## src/rtl/sdc_pkg.sv

```systemverilog
package sdc_pkg;

    localparam int REG_AW = 5;

    localparam logic [REG_AW-1:0] OFS_INIT = 5'h00;
    localparam logic [REG_AW-1:0] OFS_CFG  = 5'h04;
    localparam logic [REG_AW-1:0] OFS_REF  = 5'h08;

    // one-shot request positions (also their bit positions in init control)
    localparam int ONE_CBR = 0;
    localparam int ONE_PRE = 1;
    localparam int ONE_MRS = 2;
    localparam int BIT_RST = 7;

    // {cs_n, ras_n, cas_n, we_n}
    typedef enum logic [3:0] {
        CMD_LOADMODE = 4'b0000,
        CMD_REFRESH  = 4'b0001,
        CMD_PRECHG   = 4'b0010,
        CMD_NOP      = 4'b0111
    } sd_cmd_e;

    typedef enum logic [1:0] {
        LP_NONE = 2'd0,
        LP_SELF = 2'd1,
        LP_DOWN = 2'd2
    } lp_e;

    typedef struct packed {
        logic [2:0] tog;
        logic [2:0] req;
        logic       en;
        logic [1:0] dens;
        logic       sr;
        logic       pd;
        logic       bus32;
        logic       col9;
        logic [1:0] bl;
        logic       cas2;
        logic [7:0] per;
        logic       ref_en;
    } reg_state_t;

    localparam reg_state_t REG_RST = '{
        tog: 3'b001, req: 3'b000, en: 1'b1, dens: 2'b01, sr: 1'b0, pd: 1'b0,
        bus32: 1'b1, col9: 1'b0, bl: 2'b00, cas2: 1'b0, per: 8'h40, ref_en: 1'b1
    };

    // standard mode register word, address bits 10:0
    function automatic logic [10:0] mode_word(input logic [1:0] bl, input logic cas2);
        logic [2:0] len;
        case (bl)
            2'b00:   len = 3'b111;
            2'b01:   len = 3'b011;
            2'b10:   len = 3'b010;
            default: len = 3'b001;
        endcase
        return {4'b0000, (cas2 ? 3'b010 : 3'b011), 1'b0, len};
    endfunction

endpackage

```

## src/rtl/sdc_regs.sv

```systemverilog
module sdc_regs
    import sdc_pkg::*;
(
    input  logic              clk,
    input  logic              rst_n,
    input  logic              wr_en,
    input  logic [REG_AW-1:0] addr,
    input  logic [31:0]       wdata,
    input  logic [2:0]        issue,
    output logic [31:0]       rdata,
    output logic              soft_rst,
    output logic [2:0]        req,
    output logic              ctl_en,
    output logic              ctl_sr,
    output logic              ctl_pd,
    output logic [1:0]        bl_code,
    output logic              cas2,
    output logic [7:0]        ref_period,
    output logic              ref_en
);

    reg_state_t q, n;
    logic unused_wbits;

    assign unused_wbits = ^{wdata[31:16], wdata[14:12]};
    assign soft_rst     = wr_en && (addr == OFS_INIT) && wdata[BIT_RST];

    always_comb begin
        n     = q;
        n.tog = q.tog ^ issue;
        n.req = q.req & ~issue;
        if (soft_rst) begin
            n = REG_RST;
        end else if (wr_en) begin
            case (addr)
                OFS_INIT: begin
                    n.req   = n.req | wdata[2:0];
                    n.en    = wdata[3];
                    n.dens  = wdata[5:4];
                    n.sr    = wdata[8];
                    n.pd    = wdata[9];
                    n.bus32 = wdata[10];
                    n.col9  = wdata[11];
                end
                OFS_CFG: begin
                    n.bl   = wdata[1:0];
                    n.cas2 = wdata[2];
                end
                OFS_REF: begin
                    n.per    = wdata[7:0];
                    n.ref_en = wdata[15];
                end
                default: ;
            endcase
        end
    end

    always_ff @(posedge clk or negedge rst_n) begin
        if (!rst_n) q <= REG_RST;
        else        q <= n;
    end

    always_comb begin
        case (addr)
            OFS_INIT: rdata = {20'd0, q.col9, q.bus32, q.pd, q.sr, 2'b00, q.dens, q.en, q.tog};
            OFS_CFG:  rdata = {29'd0, q.cas2, q.bl};
            OFS_REF:  rdata = {16'd0, q.ref_en, 7'd0, q.per};
            default:  rdata = 32'd0;
        endcase
    end

    assign req        = q.req;
    assign ctl_en     = q.en;
    assign ctl_sr     = q.sr;
    assign ctl_pd     = q.pd;
    assign bl_code    = q.bl;
    assign cas2       = q.cas2;
    assign ref_period = q.per;
    assign ref_en     = q.ref_en;


    toggle_flip_chk: assert property (@(posedge clk) disable iff (!rst_n)
        (issue[ONE_PRE] && !soft_rst) |=> (q.tog[ONE_PRE] != $past(q.tog[ONE_PRE])));


    soft_reset_chk: assert property (@(posedge clk) disable iff (!rst_n)
        soft_rst |=> (q == REG_RST));

endmodule

```

## src/rtl/sdc_ref_timer.sv

```systemverilog
module sdc_ref_timer #(
    parameter int PER_W         = 8,
    parameter int PRESCALE_LOG2 = 4
) (
    input  logic             clk,
    input  logic             rst_n,
    input  logic             soft_rst,
    input  logic             run_en,
    input  logic [PER_W-1:0] period,
    input  logic             ack,
    output logic             pending
);

    localparam int CNT_W = PER_W + PRESCALE_LOG2;

    typedef struct packed {
        logic [CNT_W-1:0] cnt;
        logic             pend;
    } tmr_t;

    tmr_t q, n;
    logic [CNT_W-1:0] limit;
    logic             running;

    assign limit   = {period, {PRESCALE_LOG2{1'b0}}} - CNT_W'(1);
    assign running = run_en && (period != '0);

    always_comb begin
        n = q;
        if (ack) n.pend = 1'b0;
        if (running) begin
            if (q.cnt >= limit) begin
                n.cnt  = '0;
                n.pend = 1'b1;
            end else begin
                n.cnt = q.cnt + CNT_W'(1);
            end
        end else begin
            n.cnt = '0;
        end
        if (soft_rst) n = '0;
    end

    always_ff @(posedge clk or negedge rst_n) begin
        if (!rst_n) q <= '0;
        else        q <= n;
    end

    assign pending = q.pend;


    timer_gate_chk: assert property (@(posedge clk) disable iff (!rst_n)
        $rose(pending) |-> $past(run_en));


    pend_hold_chk: assert property (@(posedge clk) disable iff (!rst_n)
        (pending && !ack && !soft_rst) |=> pending);

endmodule

```

## src/rtl/sdc_cmd_seq.sv

```systemverilog
module sdc_cmd_seq
    import sdc_pkg::*;
#(
    parameter int ADDR_W  = 13,
    parameter int NOP_GAP = 8
) (
    input  logic              clk,
    input  logic              rst_n,
    input  logic              soft_rst,
    input  logic              busy,
    input  logic [2:0]        req,
    input  logic              ref_pending,
    input  logic              sr_bit,
    input  logic              pd_bit,
    input  logic [1:0]        bl_code,
    input  logic              cas2,
    output logic [2:0]        issue,
    output logic              ref_ack,
    output logic              cke,
    output logic [3:0]        cmd,
    output logic [ADDR_W-1:0] addr
);

    localparam int GW = $clog2(NOP_GAP + 1);

    typedef struct packed {
        sd_cmd_e           cmd;
        logic [ADDR_W-1:0] addr;
        logic              cke;
        logic [GW-1:0]     gap;
        lp_e               lp;
    } seq_t;

    localparam seq_t SEQ_RST = '{cmd: CMD_NOP, addr: '0, cke: 1'b1, gap: '0, lp: LP_NONE};

    seq_t q, n;
    logic go;
    logic leave_lp;

    assign go       = (q.gap == '0) && !busy;
    assign leave_lp = ((q.lp == LP_SELF) && !sr_bit) || ((q.lp == LP_DOWN) && !pd_bit);

    always_comb begin
        n       = q;
        n.cmd   = CMD_NOP;
        n.addr  = '0;
        issue   = '0;
        ref_ack = 1'b0;
        if (q.gap != '0) n.gap = q.gap - GW'(1);

        if (soft_rst) begin
            n.lp  = LP_NONE;
            n.cke = 1'b1;
            if (!q.cke) n.gap = GW'(NOP_GAP);
        end else if (!q.cke) begin
            if (leave_lp) begin
                n.cke = 1'b1;
                n.lp  = LP_NONE;
                n.gap = GW'(NOP_GAP);
            end
        end else if (go) begin
            if (sr_bit) begin
                n.cmd = CMD_REFRESH;
                n.cke = 1'b0;
                n.lp  = LP_SELF;
                n.gap = GW'(NOP_GAP);
            end else if (pd_bit) begin
                n.cke = 1'b0;
                n.lp  = LP_DOWN;
            end else if (ref_pending) begin
                n.cmd   = CMD_REFRESH;
                n.gap   = GW'(NOP_GAP);
                ref_ack = 1'b1;
            end else if (req[ONE_PRE]) begin
                n.cmd          = CMD_PRECHG;
                n.addr[10]     = 1'b1;
                n.gap          = GW'(NOP_GAP);
                issue[ONE_PRE] = 1'b1;
            end else if (req[ONE_CBR]) begin
                n.cmd          = CMD_REFRESH;
                n.gap          = GW'(NOP_GAP);
                issue[ONE_CBR] = 1'b1;
            end else if (req[ONE_MRS]) begin
                n.cmd          = CMD_LOADMODE;
                n.addr         = ADDR_W'(mode_word(bl_code, cas2));
                n.gap          = GW'(NOP_GAP);
                issue[ONE_MRS] = 1'b1;
            end
        end
    end

    always_ff @(posedge clk or negedge rst_n) begin
        if (!rst_n) q <= SEQ_RST;
        else        q <= n;
    end

    assign cke  = q.cke;
    assign cmd  = q.cmd;
    assign addr = q.addr;

    // idle-cycle tally used only by the spacing check
    logic [GW:0] idle_q;
    always_ff @(posedge clk or negedge rst_n) begin
        if (!rst_n)                          idle_q <= (GW + 1)'(NOP_GAP);
        else if (q.cmd != CMD_NOP)           idle_q <= '0;
        else if (idle_q < (GW + 1)'(NOP_GAP)) idle_q <= idle_q + (GW + 1)'(1);
    end


    nop_spacing_chk: assert property (@(posedge clk) disable iff (!rst_n)
        (q.cmd != CMD_NOP) |-> (idle_q >= (GW + 1)'(NOP_GAP)));


    busy_block_chk: assert property (@(posedge clk) disable iff (!rst_n)
        (q.cmd != CMD_NOP) |-> !$past(busy));


    lowpower_quiet_chk: assert property (@(posedge clk) disable iff (!rst_n)
        (!q.cke && $past(!q.cke)) |-> (q.cmd == CMD_NOP));

endmodule

```

## src/rtl/sdram_cmd_front.sv

```systemverilog
module sdram_cmd_front
    import sdc_pkg::*;
#(
    parameter int ADDR_W        = 13,
    parameter int BA_W          = 2,
    parameter int NOP_GAP       = 8,
    parameter int PRESCALE_LOG2 = 4
) (
    input  logic              clk,
    input  logic              rst_n,
    input  logic              reg_wr,
    input  logic [REG_AW-1:0] reg_addr,
    input  logic [31:0]       reg_wdata,
    output logic [31:0]       reg_rdata,
    input  logic              access_busy,
    output logic              access_en,
    output logic              sd_cke,
    output logic              sd_cs_n,
    output logic              sd_ras_n,
    output logic              sd_cas_n,
    output logic              sd_we_n,
    output logic [BA_W-1:0]   sd_ba,
    output logic [ADDR_W-1:0] sd_addr
);

    logic       soft_rst;
    logic [2:0] req;
    logic [2:0] issue;
    logic       ctl_en, ctl_sr, ctl_pd;
    logic [1:0] bl_code;
    logic       cas2;
    logic [7:0] ref_period;
    logic       ref_en;
    logic       ref_pending;
    logic       ref_ack;
    logic [3:0] cmd;

    sdc_regs u_regs (
        .clk        (clk),
        .rst_n      (rst_n),
        .wr_en      (reg_wr),
        .addr       (reg_addr),
        .wdata      (reg_wdata),
        .issue      (issue),
        .rdata      (reg_rdata),
        .soft_rst   (soft_rst),
        .req        (req),
        .ctl_en     (ctl_en),
        .ctl_sr     (ctl_sr),
        .ctl_pd     (ctl_pd),
        .bl_code    (bl_code),
        .cas2       (cas2),
        .ref_period (ref_period),
        .ref_en     (ref_en)
    );

    sdc_ref_timer #(
        .PER_W         (8),
        .PRESCALE_LOG2 (PRESCALE_LOG2)
    ) u_timer (
        .clk      (clk),
        .rst_n    (rst_n),
        .soft_rst (soft_rst),
        .run_en   (ref_en && sd_cke),
        .period   (ref_period),
        .ack      (ref_ack),
        .pending  (ref_pending)
    );

    sdc_cmd_seq #(
        .ADDR_W  (ADDR_W),
        .NOP_GAP (NOP_GAP)
    ) u_seq (
        .clk         (clk),
        .rst_n       (rst_n),
        .soft_rst    (soft_rst),
        .busy        (access_busy),
        .req         (req),
        .ref_pending (ref_pending),
        .sr_bit      (ctl_sr),
        .pd_bit      (ctl_pd),
        .bl_code     (bl_code),
        .cas2        (cas2),
        .issue       (issue),
        .ref_ack     (ref_ack),
        .cke         (sd_cke),
        .cmd         (cmd),
        .addr        (sd_addr)
    );

    assign {sd_cs_n, sd_ras_n, sd_cas_n, sd_we_n} = cmd;
    assign sd_ba     = '0;
    assign access_en = ctl_en && sd_cke;


    mode_field_chk: assert property (@(posedge clk) disable iff (!rst_n)
        (cmd == CMD_LOADMODE) |-> (!sd_addr[3] && (sd_addr[6:4] inside {3'b010, 3'b011})
                                   && (sd_addr[ADDR_W-1:7] == '0)));


    access_gate_chk: assert property (@(posedge clk) disable iff (!rst_n)
        !sd_cke |-> !access_en);

endmodule

```

## config.mk

```make
export PLATFORM = sky130hd
export DESIGN_NAME = sdram_cmd_front
export DESIGN_NICKNAME = d
export VERILOG_FILES = /design/src/rtl/sdc_pkg.sv /design/src/rtl/sdc_regs.sv /design/src/rtl/sdc_ref_timer.sv /design/src/rtl/sdc_cmd_seq.sv /design/src/rtl/sdram_cmd_front.sv
export SDC_FILE = /design/constraint.sdc
export NUM_CORES = 1
export LEC_CHECK = 0
export CAP_MARGIN = 20
export CORE_MARGIN = 2
export CORE_UTILIZATION = 51
export CTS_CLUSTER_SIZE = 25
export DETAILED_ROUTE_END_ITERATION = 16
export GPL_TIMING_DRIVEN = 0
export HOLD_SLACK_MARGIN = 0.12
export PLACE_DENSITY_LB_ADDON = 0.2
export SLEW_MARGIN = 15
export SYNTH_ARGS = -nofsm -noshare
export SYNTH_HDL_FRONTEND = slang
export SYNTH_SLANG_ARGS = --single-unit
```

## constraint.sdc

```tcl
create_clock -name clk -period 4.6 [get_ports clk]
set_input_delay 0.92 -clock clk [delete_from_list [all_inputs] [get_ports clk]]
set_output_delay 0.92 -clock clk [all_outputs]
set_load 0.03 [all_outputs]
```

# After elaboration in Yosys (flattened, before gate mapping)
# Cells that the tools add are included.
# totals
reg_bits	62
latchBits	0
ramBits	0
mem_bits_ro	0
in_bits	41
out_inout_bits	53
wordCells	130
mem_count	0
# op_classes
add_sub_neg	3
multipliers	0
div	0
n_lt_le_gt_ge	1
n_eq_ne	8
shifts	0
mux	69
bitwise_logic	4
n_reduce_logical	26
# ops
operator	n
17-bit two-way mux	11
13-bit two-way mux	4
16-bit one-hot mux with 3 select lines	1
22-bit two-way mux	2
4-bit two-way mux	11
7-bit two-way mux	4
12-bit two-way mux	2
24-bit two-way mux	1
3-bit two-way mux	8
10-bit two-way mux	2
1-bit two-way mux	18
16-bit two-way mux	1
12-bit by 1-bit adder with 12-bit output (second input constant)	1
12-bit >= comparator	1
12-bit by 1-bit subtractor with 12-bit output (second input constant)	1
9-bit two-way mux	1
3-bit one-hot mux with 3 select lines	1
1-bit logical AND	8
2-bit nonzero test	4
8-bit nonzero test	1
2-bit AND reduction	3
5-bit by 3-bit == test with 1-bit output (second input constant)	1
5-bit by 4-bit == test with 1-bit output (second input constant)	1
5-bit zero test	1
other kinds (17)	22

# Longest topological paths before layout
# depth
depth_word	19
mapped_depth	11
mapped_depth_nobuf	10

# Hierarchy
# From an unflattened synthesis, not the netlist that was laid out.
# unflattened
cells_unflattened	365
area_unflattened_um2	3432.0
# modules_own_cells
mod	instances	cells_each	area_each_um2
sdc_regs	1	171	1550.2
sdc_cmd_seq	1	96	954.7
sdc_ref_timer	1	93	895.9
sdram_cmd_front	1	5	31.3

# Worst setup path after synthesis
# No wires, ideal clock.
# synth_timing
path_type	input -> output
from	in reg_addr[1]
to	out reg_rdata[3]
arrival_time_ns	2.198
required_time_ns	3.680
slack_ns	1.482
cell_stages	5
path_buffers	2
cell_sequence	or3_1 clkbuf_1 nor3_1 buf_2 a22o_1
# synth_via
elab_chain_cells	2
# synth_lines
element	line_no	rtl
start: declaration	sdram_cmd_front.sv:12	input logic [REG_AW-1:0] reg_addr,
5-bit by 4-bit == test with 1-bit output, or another cell as far along	sdc_regs.sv:64	case (addr)
16-bit one-hot mux with 3 select lines *	sdc_regs.sv:64	
end: declaration	sdram_cmd_front.sv:14	output logic [31:0] reg_rdata,
# Mark *: on every way between the ends. The rest lies on a longest branch, timed or not.

# Worst setup path after layout
# layout_timing
from	in reg_addr[1]
to	out reg_rdata[4]
# The elaborated chain is that of the path after synthesis.

==> flow_metrics.tcl <==
set metrics [dict create \
    grt_max_degree 55 \
    leakagePower_nw 1.80 \
    cts_buffers 5 \
    post_cts_buffers 0 \
    final_antenna_net_count 0 \
    area_growth_pct 22.2 \
    clockBufferDepth 2 \
    netlist_top_cells_area "dfrtp_1, buf_4, dfstp_2, nor2_1, ha_1" \
    vias 2585 \
    drc 0 \
    clock-sinks 54 \
    fmax_ghz 0.235 \
    status "finished clean" \
    htreeDepth 2 \
    setup-violations-final 0 \
    grt_pass1_wl_mm 11.5 \
    drt_iter0_markers 126 \
    ctsResizeCount 0 \
    grt.total_usage_pct 20.0 \
    critPathKind "input pin to primary output" \
    drive_gt1_share_pct 16.3 \
    rows 28 \
    crit_path_max_incr_delay_ns 0.68 \
    ys_seq_area_share_pct 42.7 \
    nets 475 \
    gp_congestion 0.839 \
    required_ns 3.68 \
    avgRoutedWirePerCell_um 13.7 \
    rsz0062_at_grt "false" \
    portBuffers 42 \
    ioPinCount 94 \
    core_sq_um 5990 \
    final_cells 498 \
    die_width_um 83.1 \
    grt_pass1_vias 2491 \
    clk_latency_ns 0.30 \
    powerDensity_nw_per_um2 377 \
    endpoint_kind "primary output" \
    antenna_found_initial 0 \
    diodes 0 \
    start_util_pct 53.3 \
    synth_area_leader_cell "dfrtp_1" \
    synth_edf_count 0 \
    ys_seq_elements 54 \
    cap_violations 0 \
    synthCells 345 \
    avgSynthCellArea_sq_um 9.25 \
    tightest_slew_ns 0.669 \
    dp_cells 490 \
    path_cells "clkdlybuf4s50_1 -> or3_1 -> clkbuf_1 -> nor3_1 -> buf_2 -> a22o_1 -> clkdlybuf4s50_1" \
    synth-main-ff-cell "dfrtp_1" \
    totalWireLength_mm 6.81 \
    synth_cell_types 50 \
    cts_tree "yes" \
    stdcell_area_sq_um 3900 \
    drtPass1Iterations 4 \
    slowest_stage "clkdlybuf4s50_1" \
    die_h_um 83.1 \
    peakVddDrop_uv 308 \
    crit_path_frequent_cell "clkdlybuf4s50_1" \
    hold_viol 0 \
    crit_path_start_kind "input pin" \
    ctsHoldBuffers 0 \
    grt_overflow 0 \
    crit_fanout 10 \
    cts-root-buf "clkbuf_8" \
    clk_pin_slew_worst_paths_ns 0.09 \
    placed_cell_area_sq_um 3810 \
    dp_hpwl_mm 5.16 \
    post-route-period-util_pct 92.5 \
    fin_crit_ns 4.26 \
    hold_path_class "flip-flop to flip-flop" \
    die_area_sq_um 6910 \
    synth_top_area_share_pct 34.5 \
    relSlewSlack_pct 55.4 \
    vias_per_cell 5.19 \
    syn_area_sq_um 3190 \
    finClkSkew_ns 0.00399 \
    slew_viol_final 0 \
    setup_tns_ns 0 \
    synth-async-reset-ratio_pct 100 \
    ys_warn_count 0 \
    cp_data_arrival_time_ns 3.34 \
]
-- metrics by stage --
step / utilization, % / total power, mW / hold slack (ns) / setup WS, ns
global route: 65.1 / 1.57 / 0.489 / 0.209
CTS: 65.1 / 1.48 / 0.465 / 0.345
finish: 65.1 / 1.47 / 0.467 / 0.344
detailed placement: 63.6 / 1.20 / 0.445 / 0.349
global placement: 63.6 / 1.18 / 0.443 / 0.352
floorplan: - / 1.06 / 0.424 / 1.48
-- final timing paths --
| check | startpoint | endpoint | slack [ns] | depth (start not counted) |
|---|---|---|---|---|
| setup / recovery | reg_addr[1] | reg_rdata[4] | 0.34 | 7 |
| hold / removal | u_timer.q[1] | u_timer.q[1] | 0.47 | 1 |
| setup reg to reg | u_regs.ref_period[2] | u_timer.q[6] | 1.94 | 10 |
| hold reg to reg | u_timer.q[1] | u_timer.q[1] | 0.47 | 1 |
| max in group asynchronous | rst_n | u_regs.q[23] | 3.51 | 1 |
| min in group asynchronous | rst_n | u_timer.q[1] | 0.64 | 1 |
-- power breakdown --
part	switching (mW)	total (mW)	internal [mW]
clock	0.152	0.274	0.122
combinational	0.282	0.520	0.239
sequential	0.0938	0.675	0.582
total	0.527	1.47	0.942
-- flip-flops by register name, summed over array words and instances (netlist names) --
name and count:
u_timer.q 12, u_seq.addr 6, u_regs.ctl_en 1, u_regs.ref_en 1, u_seq.cke 1, u_regs.ctl_sr 1, u_regs.cas2 1, u_seq.cmd 3
u_regs.req 3, u_regs.q 7, u_regs.bl_code 2, u_timer.pending 1, u_regs.ctl_pd 1, u_seq.q 6, u_regs.ref_period 8
-- per-layer routing --
layer  share of wire [%]  global-route usage, %  wire (um)
met4                 1.1                   5.81         74
met5                   0                      0          0
met1                  44                   26.8       2960
met2                  50                   32.9       3400
met3                 5.5                   3.98        376
-- layout make-up --
type                            instances  area (sq um)
Buffer                                 48           325
Clock buffer                            7          86.3
Clock inverter                          1          5.00
Fill cell                             509          2090
Inverter                               12          45.0
Multi-Input combinational cell        259          1560
Sequential cell                        54          1360
Tap cell                               75          93.8
Timing Repair Buffer                   42           418
-- synthesized netlist by cell type, types with 5 or more instances --
| cell type | number |
|---|---|
| dfstp_2 | 10 |
| xnor2_1 | 12 |
| nand2_1 | 27 |
| nor2_1 | 44 |
| buf_2 | 5 |
| clkbuf_1 | 6 |
| nor3_1 | 9 |
| dfrtp_1 | 44 |
| buf_4 | 35 |
| ha_1 | 12 |
| xor2_1 | 8 |
| a21oi_1 | 23 |
| o21ai_0 | 10 |
| inv_1 | 12 |
| nand2b_1 | 5 |
| nand3_1 | 17 |
| mux2i_1 | 6 |
| and3_1 | 8 |
-- cell usage in the layout, fill, tap and decap left out, types with 3 or more instances in the layout --
cell	Yosys	layout
a211oi_1	3	3
a21oi_1	23	23
a22o_1	3	3
and3_1	8	8
buf_2	5	5
buf_4	35	36
clkbuf_1	6	7
clkbuf_8	0	6
clkdlybuf4s50_1	0	41
conb_1	1	29
dfrtp_1	44	44
dfstp_2	10	10
ha_1	12	12
inv_1	12	12
mux2i_1	6	6
nand2_1	27	27
nand2b_1	5	5
nand3_1	17	17
nand4_1	4	4
nor2_1	44	44
nor2b_1	3	3
nor3_1	9	9
nor3b_1	4	4
o21ai_0	10	10
xnor2_1	12	12
xor2_1	8	8
-- worst max-delay path: cells and delay by family --
family,cells,cell delay [ns]
buffers and inverters,4,1.61
and+or+nand+nor,2,0.63
AOI/OAI and AO/OA,1,0.18
-- kinds of logic (layout without fill, tap and decap cells) --
group / count (synthesis) / in the layout / synth area share, %
xor gates and xnor gates: 20 / 20 / 5.49
adders and majority gates: 12 / 12 / 4.70
DFF: 54 / 54 / 42.7
AOI/OAI and AO/OA: 52 / 52 / 10.5
buffers and inverters: 60 / 110 / 11.6
other: 1 / 29 / 0.117
muxes: 6 / 6 / 1.88
and+or+nand+nor: 140 / 140 / 23.0
Note: power is estimated with default switching activity, not from simulation.
